[src/rtl/mtf_pkg.sv]
// Package mtf_pkg
// Shared constants and helpers for the fetch thread selector.
// Assumes weights are unsigned and that a weight of zero means one slot.
package mtf_pkg;

    localparam int unsigned MTF_PC_STEP = 4;

    // Effective number of consecutive slots for a raw weight value.
    function automatic int unsigned weight_eff(input int unsigned raw);
        return (raw == 0) ? 1 : raw;
    endfunction

endpackage

[src/rtl/mtf_rot_pick.sv]
// Module mtf_rot_pick
// Rotating find-first: returns the first set request at or after `start`,
// wrapping modulo N. Assumes N is a power of two so that index arithmetic
// wraps by width truncation.
module mtf_rot_pick #(
    parameter int N  = 4,
    localparam int IW = (N > 1) ? $clog2(N) : 1
) (
    input  logic [N-1:0]  req,
    input  logic [IW-1:0] start,
    output logic          found,
    output logic [IW-1:0] idx
);

    logic [IW-1:0] pos;

    // Scan from the farthest offset down so the nearest requester wins.
    always_comb begin
        found = 1'b0;
        idx   = start;
        pos   = start;
        for (int k = N - 1; k >= 0; k--) begin
            pos = start + IW'(k);
            if (req[pos]) begin
                found = 1'b1;
                idx   = pos;
            end
        end
    end

endmodule

[src/rtl/mtf_pc_bank.sv]
// Module mtf_pc_bank
// One PC register per thread context. A redirect takes priority over the
// sequential advance of the granted thread. Assumes the read index is valid.
module mtf_pc_bank #(
    parameter int          N       = 4,
    parameter int          PCW     = 32,
    parameter logic [PCW-1:0] RST_PC = '0,
    localparam int         IW      = (N > 1) ? $clog2(N) : 1
) (
    input  logic             clk,
    input  logic             rst_n,
    input  logic [N-1:0]     redir_valid,
    input  logic [N*PCW-1:0] redir_pc,
    input  logic             adv_valid,
    input  logic [IW-1:0]    adv_id,
    input  logic [IW-1:0]    rd_id,
    output logic [PCW-1:0]   rd_pc
);

    logic [PCW-1:0] pc_q [N];

    genvar t;
    generate
        for (t = 0; t < N; t++) begin : g_ctx
            // Per-context PC: reset vector, redirect, or step on grant.
            always_ff @(posedge clk) begin
                if (!rst_n) begin
                    pc_q[t] <= RST_PC;
                end else if (redir_valid[t]) begin
                    pc_q[t] <= redir_pc[t*PCW +: PCW];
                end else if (adv_valid && (adv_id == IW'(t))) begin
                    pc_q[t] <= pc_q[t] + PCW'(mtf_pkg::MTF_PC_STEP);
                end
            end
        end
    endgenerate

    // Read port for the selected thread.
    always_comb rd_pc = pc_q[rd_id];

endmodule

[src/rtl/mtf_sched.sv]
// Module mtf_sched
// Thread scheduling state machine for both policies. Fine mode rotates with
// weighted turns and a preferred-thread override; coarse mode holds one
// thread until a long stall or a ready preferred thread forces a flush
// switch followed by a fixed refill window. Outputs are combinational from
// state and the current stall inputs; they are forced idle during reset.
module mtf_sched #(
    parameter int N      = 4,
    parameter int WW     = 3,
    parameter int REFILL = 3,
    localparam int IW    = (N > 1) ? $clog2(N) : 1,
    localparam int RCW   = $clog2(REFILL + 1)
) (
    input  logic            clk,
    input  logic            rst_n,
    input  logic            mode_coarse,
    input  logic            pref_en,
    input  logic [IW-1:0]   pref_id,
    input  logic [N-1:0]    stall_short,
    input  logic [N-1:0]    stall_long,
    input  logic [N*WW-1:0] weight,
    output logic [IW-1:0]   sel_id,
    output logic            fetch_valid,
    output logic            flush_req
);

    logic [IW-1:0]  rr_ptr, last_id;
    logic [WW-1:0]  slot_cnt;
    logic [RCW-1:0] refill;

    logic [N-1:0]   rdy, other_rdy;
    logic           f_found, c_found;
    logic [IW-1:0]  f_idx, c_idx;
    logic [IW-1:0]  c_start;
    logic           pref_rdy;

    logic           grant, flush;
    logic [IW-1:0]  gid;
    logic [IW-1:0]  n_ptr;
    logic [WW-1:0]  n_cnt;
    logic [RCW-1:0] n_refill;
    logic [WW:0]    used, eff;

    // Ready vectors for both pickers.
    always_comb begin
        rdy       = ~(stall_short | stall_long);
        other_rdy = rdy & ~(N'(1) << last_id);
        c_start   = last_id + IW'(1);
        pref_rdy  = pref_en && rdy[pref_id];
    end

    mtf_rot_pick #(.N(N)) u_fine_pick (
        .req   (rdy),
        .start (rr_ptr),
        .found (f_found),
        .idx   (f_idx)
    );

    mtf_rot_pick #(.N(N)) u_coarse_pick (
        .req   (other_rdy),
        .start (c_start),
        .found (c_found),
        .idx   (c_idx)
    );

    // Grant decision and next-state computation for one cycle.
    always_comb begin
        grant    = 1'b0;
        flush    = 1'b0;
        gid      = last_id;
        n_ptr    = rr_ptr;
        n_cnt    = slot_cnt;
        n_refill = refill;
        eff      = (WW+1)'(mtf_pkg::weight_eff(32'(weight[f_idx*WW +: WW])));
        used     = (f_idx == rr_ptr) ? ({1'b0, slot_cnt} + (WW+1)'(1)) : (WW+1)'(1);
        if (refill != '0) begin
            n_refill = refill - RCW'(1);
        end else if (!mode_coarse) begin
            if (pref_rdy) begin
                grant = 1'b1;
                gid   = pref_id;
            end else if (f_found) begin
                grant = 1'b1;
                gid   = f_idx;
                if (used >= eff) begin
                    n_ptr = f_idx + IW'(1);
                    n_cnt = '0;
                end else begin
                    n_ptr = f_idx;
                    n_cnt = used[WW-1:0];
                end
            end
        end else begin
            if (pref_rdy && (pref_id != last_id)) begin
                flush    = 1'b1;
                gid      = pref_id;
                n_refill = RCW'(REFILL);
            end else if (stall_long[last_id] && c_found) begin
                flush    = 1'b1;
                gid      = c_idx;
                n_refill = RCW'(REFILL);
            end else if (rdy[last_id]) begin
                grant = 1'b1;
            end
        end
    end

    // Outputs, held idle while reset is asserted.
    always_comb begin
        fetch_valid = grant & rst_n;
        flush_req   = flush & rst_n;
        sel_id      = rst_n ? gid : last_id;
    end

    // Scheduler state registers.
    always_ff @(posedge clk) begin
        if (!rst_n) begin
            rr_ptr   <= '0;
            last_id  <= '0;
            slot_cnt <= '0;
            refill   <= '0;
        end else begin
            rr_ptr   <= n_ptr;
            slot_cnt <= n_cnt;
            refill   <= n_refill;
            if (grant || flush) last_id <= gid;
        end
    end

endmodule

[src/rtl/mt_fetch_select.sv]
// Module mt_fetch_select
// Top of the multithreaded fetch selector: the scheduler picks the thread,
// the PC bank supplies and advances per-thread PCs. Assumes N_THR is a
// power of two and that weights and redirects are stable around the edge.
module mt_fetch_select #(
    parameter int          N_THR      = 4,
    parameter int          PC_W       = 32,
    parameter int          WT_W       = 3,
    parameter int          REFILL_CYC = 3,
    parameter logic [31:0] RESET_PC   = 32'h0000_1000,
    localparam int         IW         = (N_THR > 1) ? $clog2(N_THR) : 1
) (
    input  logic                 clk,
    input  logic                 rst_n,
    input  logic                 mode_coarse,
    input  logic                 pref_en,
    input  logic [IW-1:0]        pref_id,
    input  logic [N_THR-1:0]     stall_short,
    input  logic [N_THR-1:0]     stall_long,
    input  logic [N_THR*WT_W-1:0] weight,
    input  logic [N_THR-1:0]     redir_valid,
    input  logic [N_THR*PC_W-1:0] redir_pc,
    output logic [IW-1:0]        sel_id,
    output logic                 fetch_valid,
    output logic [PC_W-1:0]      fetch_pc,
    output logic                 flush_req
);

    mtf_sched #(
        .N      (N_THR),
        .WW     (WT_W),
        .REFILL (REFILL_CYC)
    ) u_sched (
        .clk         (clk),
        .rst_n       (rst_n),
        .mode_coarse (mode_coarse),
        .pref_en     (pref_en),
        .pref_id     (pref_id),
        .stall_short (stall_short),
        .stall_long  (stall_long),
        .weight      (weight),
        .sel_id      (sel_id),
        .fetch_valid (fetch_valid),
        .flush_req   (flush_req)
    );

    mtf_pc_bank #(
        .N      (N_THR),
        .PCW    (PC_W),
        .RST_PC (PC_W'(RESET_PC))
    ) u_pcs (
        .clk         (clk),
        .rst_n       (rst_n),
        .redir_valid (redir_valid),
        .redir_pc    (redir_pc),
        .adv_valid   (fetch_valid),
        .adv_id      (sel_id),
        .rd_id       (sel_id),
        .rd_pc       (fetch_pc)
    );

endmodule

[config.mk]
export PLATFORM = sky130hd
export DESIGN_NAME = mt_fetch_select
export DESIGN_NICKNAME = d
export VERILOG_FILES = /design/src/rtl/mtf_pkg.sv /design/src/rtl/mtf_rot_pick.sv /design/src/rtl/mtf_pc_bank.sv /design/src/rtl/mtf_sched.sv /design/src/rtl/mt_fetch_select.sv
export SDC_FILE = /design/constraint.sdc
export NUM_CORES = 1
export LEC_CHECK = 0
export ABC_AREA = 0
export BUFFER_PORTS_ARGS = -buffer_cell sky130_fd_sc_hd__buf_2
export CORE_MARGIN = 4
export CORE_UTILIZATION = 60
export DETAILED_ROUTE_END_ITERATION = 8
export GPL_TIMING_DRIVEN = 0
export PLACE_DENSITY = 0.86
export SETUP_SLACK_MARGIN = 0.02
export SLEW_MARGIN = 20
export SYNTH_ARGS = -nofsm -noshare
export SYNTH_HDL_FRONTEND = slang
export SYNTH_SLANG_ARGS = --single-unit
[constraint.sdc]
create_clock -name clk -period 8.67 [get_ports clk]
set_input_delay 0.867 -clock clk [delete_from_list [all_inputs] [get_ports clk]]
set_output_delay 0.867 -clock clk [all_outputs]
set_load 0.005 [all_outputs]
# Yosys cells after proc, flatten, opt, wreduce, memory -nomap -nowiden
# Memories as Yosys holds them, arrays and structs flattened.
# Index checks and enable logic that the tools add are counted.
[op_classes]
n_addsub = 14
mul = 1
n_lt_le_gt_ge = 11
eq_ne = 5
shifts = 2
muxes = 101
n_bitwise = 17
n_reduce_logical = 15
[ops]
columns = ["cell", "count"]
rows = [
  ["32-bit two-way mux", 8],
  ["32-bit by 3-bit adder with 32-bit output, second input constant", 4],
  ["1-bit two-way mux", 59],
  ["2-bit two-way mux", 20],
  ["2-bit by 3-bit < comparator with 1-bit output, second input constant", 10],
  ["1-bit binary-select mux with 2-bit select", 11],
  ["12-bit by 5-bit variable part select with 3-bit output", 1],
  ["2-bit by 1-bit adder with 2-bit output, second input constant", 4],
  ["2-bit adder, second input constant", 4],
  ["4-bit NOT", 2],
  ["1-bit OR", 8],
  ["1-bit logical AND", 7],
  ["3-bit two-way mux", 2],
  ["3-bit by 1-bit adder with 4-bit output, second input constant", 1],
  ["4-bit bitwise AND", 1],
  ["2-bit equality test, second input constant", 2],
  ["4-bit greater-or-equal comparator", 1],
  ["2-bit by 2-bit multiplier with 4-bit output, second input constant", 1],
  ["4-bit two-way mux", 1],
  ["4-bit OR", 1],
  ["4-bit AND reduction", 1],
  ["2-bit nonzero test", 2],
  ["1-bit by 2-bit left shift with 4-bit output, first input constant", 1],
  ["3-bit logical NOT", 1],
  ["10 further kinds", 13],
]
[totals]
register_bits = 9
mem_bits_rw = 128
out_inout_bits = 36
word_cells = 171
memories = 1
[mem_list]
columns = ["memory", "words", "word_bits", "rd", "rd_clocked_by_memory_dff", "write_ports", "line_no", "rtl"]
rows = [
  ["u_pcs.pc_q", 4, 32, 5, 0, 4, "mtf_pc_bank.sv:20", "logic [PCW-1:0] pc_q [N];"],
]

# Logic depth before layout (Yosys ltp)
[depth]
word_depth = 22
depth_mapped = 18
mapped_depth_nobuf = 17

# Hierarchy
# A second synthesis with hierarchy kept.
[unflattened]
hier_cells = 969
area_unflattened_um2 = 9496.6
[by_module_without_submodules]
columns = ["module", "n_inst", "cells_per_inst", "area_per_inst_um2"]
rows = [
  ["mtf_pc_bank", 1, 796, 8185.4],
  ["mtf_sched", 1, 141, 1111.1],
  ["mtf_rot_pick", 2, 16, 100.1],
]

# Least setup slack after synthesis
# Ideal clock, no wire load.
[synth_timing]
path_type = "input to register"
start = "input pref_id[0]"
end = "memory u_pcs.pc_q[1][10], enable pin"
setup_ns = 0.424
arrival_ns = 4.015
required_ns = 8.246
setup_slack_ns = 4.232
cell_stages = 10
path_cell_list = "buf_2 nand2b_1 o221ai_1 nor2_1 a221oi_1 o32a_1 o21a_1 clkbuf_1 buf_2 o21bai_1"
[synth_lines]
columns = ["item", "line_no", "rtl"]
rows = [
  ["start: declaration", "mt_fetch_select.sv:17", "input logic [IW-1:0] pref_id,"],
  ["end: declaration", "mtf_pc_bank.sv:20", ""],
]

# Worst setup path after layout
[layout_timing]
start = "register u_sched.last_id[0]"
end = "output fetch_pc[5]"
[layout_via]
elab_chain_cells = 16
[layout_rtl]
columns = ["item", "line_no", "rtl"]
rows = [
  ["start: declaration", "mtf_sched.sv:27", "logic [IW-1:0] rr_ptr, last_id;"],
  ["start signal: assignment", "mtf_sched.sv:126", "if (grant || flush) last_id <= gid;"],
  ["parallel branches: the longest is 14 deep, another holds 2-bit by 1-bit adder with 2-bit output", "-", ""],
  ["2-bit two-way mux *", "mtf_sched.sv:112", "sel_id = rst_n ? gid : last_id;"],
  ["memory 4 x 32 bit *", "-", ""],
  ["end: declaration", "mt_fetch_select.sv:25", "output logic [PC_W-1:0] fetch_pc,"],
]
# Mark *: on every way between the ends. The select of a mux whose other input is x is not followed.

==> summary.txt <==
Clocking
  • Root buffer cell: clkbuf_16
  • Worst-path clk slew: 0.06 ns
  • Clk sinks: between 100 and 150
  • CTS H-tree depth: 4
  • CTS Buf Count: 17
  • Later-pin clock latency in the skew report: roughly 0.44 ns
  • Buffer count from post-CTS setup fixing: 0
  • Clk buf depth: 2
  • Post-cts hold buffer count: 0
  • Post_cts resized: 0
  • CTS tree: done

Route
  • DR vias/cell: 6.07
  • Iteration count of the initial detailed-routing pass: 6
  • Number of remaining DRC errors: 0
  • Via Count: 9201
  • WL/cell: 19.0 um
  • Post-DRT Antenna Nets: 0
  • DRT Wirelength: 28800 um
  • Initial DRC count: 975

Placed design
  • HPWL Detailed: between 20000 and 25000 um
  • PortBufs: 191
  • Routability congestion estimate: slightly below 1

Pwr
  • Clock Power Share: 31.4%
  • Comb pwr share: 31.4%
  • Power per cell area: 209 nW/um^2
  • Sequential power share: between 30 and 40%
  • Sw Share: 35.2%
  • P_int: 1.53 mW
  • Total Power: around 2.4 mW
  • Sw Pwr: 0.832 mW
  • Maximum vdd ir drop: 0.000156 V
  • Pleak: about 4.4 nW

Floorplan
  • Core area: 15300 um^2
  • Starting Density: 61.3%
  • Die X: 133 um
  • Die ar.: 17700 um^2
  • Die Ht: 133 um
  • Num ports: between 150 and 200
  • Num rows: 45

Worst setup path
  • Slowest CP cell: dfxtp_1
  • Crit Path Category: flip-flop to primary output
  • R2R cell count: 13
  • R2R setup slack: 4.66 ns
  • Startpoint Class: flip-flop
  • CP max stage delay: 0.48 ns
  • WP data required: 7.80 ns
  • Crit path capture type: primary output
  • CP Buf/Inv Count: 5
  • Critical Path AT: 4.35 ns
  • CP delay by family, top: buffers and inverters
  • Worst-path maximum fanout: 10
  • CP most frequent cell: clkbuf_1
  • Reg2reg start: u_sched.last_id[0]
  • Worst-path cell chain: clkbuf_1 > inv_1 > ha_1 > or3_1 > o21ai_0 > a21oi_1 > mux2i_1 > o32a_1 > o21a_1 > clkbuf_1 > clkbuf_1 > a32oi_1 > buf_2
  • FF-to-FF End: u_pcs.pc_q[1][14]

Logic synthesis
  • Ys async rst share: 0%
  • Synth area leader: edfxtp_1
  • Post-synth EDFFs: 128
  • Number of synthesized register bits: 137
  • Syn Inst Count: 1078
  • Count leader, synth: nand2_1
  • Synth Warn #: 0
  • Post-synthesis sequential area ratio: a little over two fifths
  • Synth area leaders: edfxtp_1, nand2_1, xor2_1, o21ai_1, xnor2_1
  • Top_reg_cell synth: edfxtp_1
  • Mean Syn Cell Area: roughly 8.7 um^2
  • Cell Area, Synth: 9360 um^2
  • Distinct cells, synth: 61
  • Post-synth top area share: 41.1%
  • Syn Nets: 1249
  • Top cells by count, synth: nand2_1, edfxtp_1, o21ai_1

Timing
  • Slew @ Worst Pin: 0.740 ns
  • FMAX: 192 MHz
  • Max Transition Viols Final: 0
  • Final hold vios: 0
  • Post-Route Skew: 0.00679 ns
  • Final period util: 60.2%
  • Setup-failing EPs final: 0
  • Minimum clock period after layout: 5.22 ns
  • RSZ-0062 raised after global routing: false
  • Slew margin rel.: 50.3%
  • Final setup TNS: 0 ns

Min path
  • Hold Path Sink: u_sched.refill[1]
  • HP Start: u_sched.refill[1]
  • Hold Crit Class: flip-flop to flip-flop
  • Hold path cells: 2

Global route
  • Vias in the first global route: 8714
  • Grt ovf: 0
  • Global-route wire length before repair: 44000 um
  • Largest net degree at the start of global routing: 26
  • Initial antenna violation count: 0
  • GRT Total Usage: 31.9%

Cells and area
  • Ratio of cells with drive above 1 in the final layout: approximately a fifth
  • Fin nets: 1463
  • Diode count: 0
  • Area Growth Syn to Fin: 21.0%

Outcome
  • Status: finished, final reports clean

Job
  • Max Cap Viol: 0
-- flip-flops by register name (all words and copies together) (netlist names) --
register,flops
u_sched.rr_ptr,2
u_pcs.pc_q,128
u_sched.refill,2
u_sched.slot_cnt,3
u_sched.last_id,2
-- routing by layer --
metal | share of wire (%) | wire (um) | vias to the layer above | track usage [%]
li1 | - | - | 4307 | -
met1 | 38 | 11100 | 4239 | 41.8
met2 | 46 | 13300 | 572 | 50.2
met3 | 11 | 3180 | 83 | 7.19
met4 | 4.4 | 1270 | 0 | 15.6
met5 | 0 | 0 | - | 0
-- cell families (layout without fill, tap and decap cells) --
| family | after synthesis | in the layout | synth area share (%) |
|---|---|---|---|
| AO/OA/AOI/OAI | 253 | 253 | 16.6 |
| XOR/XNOR | 115 | 115 | 10.8 |
| AND/OR/NAND/NOR | 468 | 468 | 22.7 |
| buffers and inverters | 80 | 307 | 3.52 |
| flip-flops | 137 | 137 | 43.0 |
| adder cells (fa/ha/maj) | 13 | 13 | 1.74 |
| multiplexers | 12 | 12 | 1.74 |
-- how the worst max path moves through the flow --
stage | slack (ns) | endpoint | depth (start not counted) | start
after detailed placement | 3.95 | fetch_pc[11] | 11 | stall_long[2]
after CTS | 3.56 | fetch_pc[11] | 13 | u_sched.last_id[0]
final | 3.45 | fetch_pc[5] | 13 | u_sched.last_id[0]
after global routing | 3.23 | fetch_pc[5] | 13 | u_sched.last_id[0]
after floorplan | 4.23 | u_pcs.pc_q[1][10] | 10 | pref_id[0]
after global placement | 3.11 | u_pcs.pc_q[1][20] | 10 | stall_short[3]
-- final cells by class --
cell class | instances | area [um^2]
Clock buffer | 19 | 433
Sequential cell | 137 | 4020
Clock inverter | 13 | 154
Tap cell | 211 | 264
Inverter | 26 | 97.6
Buffer | 54 | 231
Timing Repair Buffer | 195 | 1070
Multi-Input combinational cell | 861 | 5050
Fill cell | 1160 | 3940
-- power by group through the flow --
stage | Sequential [mW] | Combinational, mW | Clock [mW]
finish | 0.881 | 0.742 | 0.743
global route | 0.888 | 0.803 | 0.767
CTS | 0.878 | 0.727 | 0.737
detailed placement | 0.889 | 0.720 | 0
global placement | 0.888 | 0.690 | 0
floorplan | 0.865 | 0.428 | 0
-- stage by stage --
| step | cell area, um^2 | utilization, % | worst slack, ns | hold slack [ns] | cells |
|---|---|---|---|---|---|
| after floorplan | 9360 | - | 4.23 | 0.449 | 1078 |
| after global placement | 10600 | 69.3 | 3.11 | 0.462 | 1480 |
| after detailed placement | 10700 | 70.3 | 3.95 | 0.484 | 1484 |
| after CTS | 11300 | 74.2 | 3.56 | 0.518 | 1516 |
| after global routing | 11300 | 74.2 | 3.23 | 0.550 | 1516 |
| final | 11300 | 74.2 | 3.45 | 0.519 | 1516 |
-- worst min-delay path, delay by kind of cell, from the launching register on --
family	cells	cell delay [ns]
buf+inv	1	0.07
flops	1	0.30
compound gates	1	0.09
-- cells in the final DEF (no fill, tap or decap), types with 9 or more instances in the layout --
cell type	n
buf_2	214
o21ai_1	120
dfxtp_1	9
edfxtp_1	128
o21ai_0	13
nor3_1	14
inv_1	23
clkbuf_16	17
xor2_1	69
nand2_1	256
a21oi_1	44
or3_1	9
clkbuf_1	32
nand3_1	43
a32oi_1	32
and2_1	13
nor2_1	50
xnor2_1	46
nand4_1	18
and3_1	36
ha_1	13
Note: power is estimated with default switching activity, not from simulation.
